File: config.mk
export PLATFORM = sky130hd
export DESIGN_NAME = err_reporter
export DESIGN_NICKNAME = d
export VERILOG_FILES = /design/src/rtl/err_rpt_pkg.sv /design/src/rtl/err_rpt_cfg.sv /design/src/rtl/err_rpt_class.sv /design/src/rtl/err_reporter.sv
export SDC_FILE = /design/constraint.sdc
export NUM_CORES = 1
export LEC_CHECK = 0
export BUFFER_PORTS_ARGS = -buffer_cell sky130_fd_sc_hd__buf_2
export CAP_MARGIN = 10
export CORE_AREA = 2 2 39 41
export CTS_CLUSTER_DIAMETER = 40
export DETAILED_ROUTE_END_ITERATION = 8
export DIE_AREA = 0 0 41 43
export PLACE_DENSITY = 0.59
export SLEW_MARGIN = 20
export SYNTH_ARGS = -nofsm -noshare
export SYNTH_HDL_FRONTEND = slang
export SYNTH_SLANG_ARGS = --single-unit
File: constraint.sdc
create_clock -name clk -period 0.8 [get_ports clk]
set_input_delay 0.12 -clock clk [delete_from_list [all_inputs] [get_ports clk]]
set_output_delay 0.12 -clock clk [all_outputs]
set_load 0.03 [all_outputs]
File: src/rtl/err_rpt_pkg.sv
package err_rpt_pkg;
    localparam int NUM_CLS = 3;

    typedef enum logic [1:0] {
        CLS_REINIT = 2'd0,
        CLS_BUS    = 2'd1,
        CLS_INT    = 2'd2
    } err_cls_e;

    typedef logic [NUM_CLS-1:0] esc_vec_t;

    typedef struct packed {
        logic err;
        logic hit;
    } cls_state_t;
endpackage

File: src/rtl/err_rpt_cfg.sv
module err_rpt_cfg
    import err_rpt_pkg::*;
(
    input  logic     clk,
    input  logic     por_n,
    input  logic     rst_all_n,
    input  logic     strap_drv_en,
    input  logic     cfg_we,
    input  esc_vec_t cfg_wdata,
    output logic     drv_en,
    output esc_vec_t esc_en
);
    logic     drv_d, drv_q;
    esc_vec_t esc_d, esc_q;

    always_comb begin
        drv_d = por_n ? drv_q : strap_drv_en;
        esc_d = cfg_we ? cfg_wdata : esc_q;
    end

    // strap latch: follows the strap only while power-on reset is held
    always_ff @(posedge clk) begin
        drv_q <= drv_d;
    end

    always_ff @(posedge clk or negedge rst_all_n) begin
        if (!rst_all_n) esc_q <= '0;
        else            esc_q <= esc_d;
    end

    assign drv_en = drv_q;
    assign esc_en = esc_q;

    AST_STRAP_HELD: assert property (@(posedge clk) disable iff (!por_n)
        por_n |=> $stable(drv_en));
    AST_ESC_HOLD: assert property (@(posedge clk) disable iff (!rst_all_n)
        !cfg_we |=> $stable(esc_en));
    AST_ESC_LOAD: assert property (@(posedge clk) disable iff (!rst_all_n)
        cfg_we |=> (esc_en == $past(cfg_wdata)));
endmodule

File: src/rtl/err_rpt_class.sv
module err_rpt_class
    import err_rpt_pkg::*;
#(
    parameter int N_SRC = 2
) (
    input  logic             clk,
    input  logic             rst_n,
    input  logic [N_SRC-1:0] ev,
    input  logic             drv_en,
    input  logic             esc_en,
    output logic             err_n,
    output logic             mc_hit
);
    cls_state_t st_d, st_q;
    logic       fire;

    always_comb begin
        fire       = (|ev) && drv_en;
        st_d.err   = fire;
        st_d.hit   = fire && esc_en;
    end

    always_ff @(posedge clk or negedge rst_n) begin
        if (!rst_n) st_q <= '0;
        else        st_q <= st_d;
    end

    assign err_n  = !st_q.err;
    assign mc_hit = st_q.hit;

    AST_FIRE_NEXT: assert property (@(posedge clk) disable iff (!rst_n)
        ((|ev) && drv_en) |=> !err_n);
    AST_QUIET_NEXT: assert property (@(posedge clk) disable iff (!rst_n)
        !((|ev) && drv_en) |=> err_n);
    AST_HIT_NEEDS_ERR: assert property (@(posedge clk) disable iff (!rst_n)
        mc_hit |-> !err_n);
    AST_HIT_ESC: assert property (@(posedge clk) disable iff (!rst_n)
        ((|ev) && drv_en && esc_en) |=> mc_hit);
endmodule

File: src/rtl/err_reporter.sv
module err_reporter
    import err_rpt_pkg::*;
#(
    parameter int N_REINIT = 2,
    parameter int N_BUS    = 4,
    parameter int N_INT    = 3
) (
    input  logic                clk,
    input  logic                por_n,
    input  logic                rst_n,
    input  logic                strap_drv_en,
    input  logic                cfg_we,
    input  logic [NUM_CLS-1:0]  cfg_wdata,
    input  logic [N_REINIT-1:0] ev_reinit,
    input  logic [N_BUS-1:0]    ev_bus,
    input  logic [N_INT-1:0]    ev_int,
    output logic                reinit_err_n,
    output logic                bus_err_n,
    output logic                int_err_n,
    output logic                mc_req
);
    logic     rst_all_n;
    logic     drv_en;
    esc_vec_t esc_en;
    esc_vec_t hit;

    assign rst_all_n = por_n & rst_n;

    err_rpt_cfg u_cfg (
        .clk          (clk),
        .por_n        (por_n),
        .rst_all_n    (rst_all_n),
        .strap_drv_en (strap_drv_en),
        .cfg_we       (cfg_we),
        .cfg_wdata    (cfg_wdata),
        .drv_en       (drv_en),
        .esc_en       (esc_en)
    );

    err_rpt_class #(.N_SRC(N_REINIT)) u_reinit (
        .clk    (clk),
        .rst_n  (rst_all_n),
        .ev     (ev_reinit),
        .drv_en (1'b1),
        .esc_en (esc_en[CLS_REINIT]),
        .err_n  (reinit_err_n),
        .mc_hit (hit[CLS_REINIT])
    );

    err_rpt_class #(.N_SRC(N_BUS)) u_bus (
        .clk    (clk),
        .rst_n  (rst_all_n),
        .ev     (ev_bus),
        .drv_en (drv_en),
        .esc_en (esc_en[CLS_BUS]),
        .err_n  (bus_err_n),
        .mc_hit (hit[CLS_BUS])
    );

    err_rpt_class #(.N_SRC(N_INT)) u_int (
        .clk    (clk),
        .rst_n  (rst_all_n),
        .ev     (ev_int),
        .drv_en (1'b1),
        .esc_en (esc_en[CLS_INT]),
        .err_n  (int_err_n),
        .mc_hit (hit[CLS_INT])
    );

    assign mc_req = |hit;

    AST_BUS_MUTED: assert property (@(posedge clk) disable iff (!por_n)
        !drv_en |-> bus_err_n);
    AST_MC_NEEDS_ERR: assert property (@(posedge clk) disable iff (!rst_all_n)
        mc_req |-> (!reinit_err_n || !bus_err_n || !int_err_n));
    AST_RESET_QUIET: assert property (@(posedge clk)
        !rst_all_n |-> (reinit_err_n && bus_err_n && int_err_n && !mc_req));
endmodule

## Yosys cells after proc, flatten, opt, wreduce, memory -nomap -nowiden

Index checks and enable logic that the tools add are counted.

- Register bits after elaboration: 10
- Logic and storage cells: 20

- Bitwise logic cells: 1
- Reduce and logical (&&, ||, !) cells: 11

Operator list:

| cell | number |
|---|---|
| $reduce_or 3->1 | 2 |
| $logic_and 1x1->1 | 4 |
| $reduce_or 4->1 | 1 |
| $logic_not 1->1 | 3 |
| $reduce_or 2->1 | 1 |
| $and 1x1->1 | 1 |

## Depth between registers and ports, before layout

- Word-level depth: 3
- Gate-level depth with buffers: 2

## Hierarchy

From an unflattened synthesis, not the netlist that was laid out.

- Cell total of the unflattened synthesis: 28
- Area total of the unflattened synthesis: 384.1 um2

Modules (own cells, without submodules):

| module | instances | cells an instance | area each (um2) |
|---|---|---|---|
| err_rpt_cfg | 1 | 8 | 142.6 |
| err_rpt_class at u_bus | 1 | 7 | 80.1 |
| err_rpt_class at u_int | 1 | 5 | 73.8 |
| err_rpt_class at u_reinit | 1 | 5 | 71.3 |
| err_reporter | 1 | 3 | 16.3 |

## Least setup slack after synthesis

No wires, ideal clock.

- Path kind: reg2out
- Start: register u_bus.st_q, in the netlist u_bus.mc_hit
- End: output port mc_req
- Arrival time: 837 ps
- Required time: 680 ps
- Setup slack: -157 ps
- Cell stages (with the launch flop): 2
- Buffers on the path: 0
- Cells stage by stage: dfrtp_1 or3_1

- Cells in the longest elaborated chain, start to end: 1

RTL lines:

| item | RTL line | source |
|---|---|---|
| start, declared | err_rpt_class.sv:14 | `cls_state_t st_d, st_q;` |
| start signal, assigned | err_rpt_class.sv:25 | `else st_q <= st_d;` |
| $reduce_or 3->1 | err_reporter.sv:70 | `assign mc_req = \|hit;` |
| end, declared | err_reporter.sv:20 | `output logic mc_req` |

Every way passes these cells.

## Worst setup path after layout

- Start: register u_reinit.st_q, in the netlist u_reinit.mc_hit
- End: output port mc_req

- Cells in the longest elaborated chain, start to end: 1

RTL lines:

| item | RTL line |
|---|---|
| start, declared | err_rpt_class.sv:14 |
| start signal, assigned | err_rpt_class.sv:25 |
| $reduce_or 3->1 | err_reporter.sv:70 |

Every way passes these cells.

==> reports/qor.csv <==
metric,value,unit
fp.dieW,41,µm
met3_usage,0.0157,
path_cells,or3_4 > buf_6,
vias,254,
initial_core_util,0.267,
drv_cap,0,
hold_depth,1,
setup_viol,4,
syn-cell-area,369,µm²
die_area,0.00176,mm²
arrival,1.13,ns
drtPass1Iterations,1,
numCtsBuffers,3,
slowest_delay,0.38,ns
routabilityCongestion,0.568,
numPortBuffers,20,
fin_crit,1.25,ns
h-tree-depth,1,
cts_tree,built,
grt_use_met1,0.107,
cts_sinks,10,
syn2layout_area_growth,53.2,%
synth-seq-area-share,0.692,
busiest_layer,met1,
synth_warnings,0,
nNetsFinal,71,
rsz0062_at_grt,true,
worst_path_max_delay_cell,or3_4,
grt_usage,0.0701,
grt_pass1_wl,841,µm
cp-end-kind,output port,
skew,0.000208,ns
io_pins,21,
peakVddDrop,860,µV
ys_types,13,
grt_pass1_vias,216,
slew_viol_final,0,
synth-seq-cells,10,
worst_pin_slew,0.383,ns
clk_pin_slew,0.06,ns
status,"complete, but fails checks",
fp-row-count,14,
rr_worst_depth,1,
fmax,799,MHz
grtUsageMet2,0.0875,
antenna_found_initial,0,
critPathKind,flip-flop to output port,
crit_required,0.68,ns
place_ws,-0.207,ns
holdCritPathClass,input port to flip-flop,
viasPerCell,3.68,
synth_nets,44,
wire_per_inst,7.29,µm
drt_iter0_markers,0,
syn_inst,27,
hold_violations,0,
crit_fanout,1,
cts_root_buffer,clkbuf_4,
post-route-period-util,1.56,
cts_setup_buffers,0,
syn_avg_cell_area,13.7,µm²
antenna_left,0,
fillers,137,
drcViolationCount,0,
grt_overflow,0,
clk-insertion-delay-late,0.25,ns
powerDensity,1930,mW/mm²
relSlewSlack,0.745,
clock_path_buffers,2,
die_h,43,µm
wirelength,503,µm
drive_gt1_frac,0.566,
num_antenna_cells,0,
worst_slack,-0.451,ns
start_kind,flip-flop,
grt_max_degree,10,
violations,setup timing,
core,0.00138,mm²
p_leak,0.296,nW
finish.utilization,0.409,
-- Yosys cell counts --
cell type  number  share of area
or3_4           1          0.031
and2_4          1          0.024
nor2b_1         1          0.017
nand2_1         1          0.010
edfxtp_1        1          0.081
or3_1           1          0.017
mux2_2          3          0.092
nor4_1          1          0.017
inv_1           4          0.041
dfrtp_1         9           0.61
or2_2           1          0.017
nor2_1          1          0.010
and2_1          2          0.034
-- state kept, by name, summed over array words and instances, names as in the netlist --
| name | cells |
|---|---|
| u_bus.st_q | 1 |
| u_bus.mc_hit | 1 |
| u_reinit.st_q | 1 |
| u_cfg.esc_en | 3 |
| u_cfg.drv_en | 1 |
| u_reinit.mc_hit | 1 |
| u_int.st_q | 1 |
| u_int.mc_hit | 1 |
-- cell type report --
cell class / count / area, µm² / share of cell area
multi-input cells: 13 / 104 / 0.184
clock buffers: 4 / 26.3 / 0.0465
inverters: 4 / 15.0 / 0.0265
flip-flops and latches: 10 / 255 / 0.451
repair buffers: 22 / 145 / 0.257
well taps: 16 / 20.0 / 0.0354
-- per-layer routing --
metal / up-vias / share of wire
li1: 139 / -
met1: 101 / 0.46
met2: 14 / 0.43
met3: 0 / 0.11
met4: 0 / 0
met5: - / 0
-- cell usage in the layout, fill, tap and decap left out, drive strengths merged, types with 2 or more instances in the layout --
cell	n
and2	3
buf	20
clkbuf	4
dfrtp	9
dlygate4sd3	2
inv	4
mux2	3
or3	2
-- through the flow --
stage / setup TNS, ns / cells / total power, mW / area (µm²) / hold slack, ns
after floorplan: -0.0893 / 27 / 0.670 / 374 / 0.0288
after global placement: -0.289 / 63 / 0.729 / 494 / 0.153
after detailed placement: -0.291 / 63 / 0.732 / 494 / 0.158
after CTS: -0.835 / 69 / 1.11 / 566 / 0.0298
after global routing: -0.927 / 69 / 1.17 / 566 / 0.0268
final: -0.781 / 69 / 1.09 / 566 / 0.0389
-- worst max-delay path, delay by kind of cell (launching register included) --
family | cells | cell delay [ns]
buffers and inverters | 1 | 0.14
and+or+nand+nor | 1 | 0.38
DFF | 1 | 0.36
-- power by group --
group / internal, mW / leakage [nW] / switching [mW]
combinational: 0.104 / 0.161 / 0.0749
sequential: 0.556 / 0.119 / 0.0135
clock: 0.192 / 0.0150 / 0.152
total: 0.851 / 0.296 / 0.241
-- kinds of logic after synthesis --
group         Yosys count  synth area share
flops                  10             0.692
mux                     3            0.0915
simple gates           10             0.176
buf+inv                 4            0.0407
-- final timing paths --
check / from / to / slack, ns
worst max-delay path: u_reinit.mc_hit$_DFF_PN0_ / mc_req / -0.45
worst min-delay path: strap_drv_en / u_cfg.drv_en$_DFFE_PN_ / 0.04
worst max register to register: u_cfg.esc_en[1]$_DFFE_PN0P_ / u_cfg.esc_en[1]$_DFFE_PN0P_ / 0.06
worst min register to register: u_cfg.esc_en[0]$_DFFE_PN0P_ / u_reinit.mc_hit$_DFF_PN0_ / 0.48
max in group asynchronous: por_n / u_int.st_q[1]$_DFF_PN0_ / 0.10
min in group asynchronous: rst_n / u_cfg.esc_en[1]$_DFFE_PN0P_ / 0.41
-- what timing repair did --
| item | in CTS | in global routing |
|---|---|---|
| pin swaps | 1 | 1 |
| resized for setup | 8 | 0 |
| endpoints found under the setup margin | 4 | 4 |
| endpoints found under the hold margin | 9 | 0 |
| hold buffers | 2 | 0 |
Note: power is estimated with default switching activity, not from simulation.
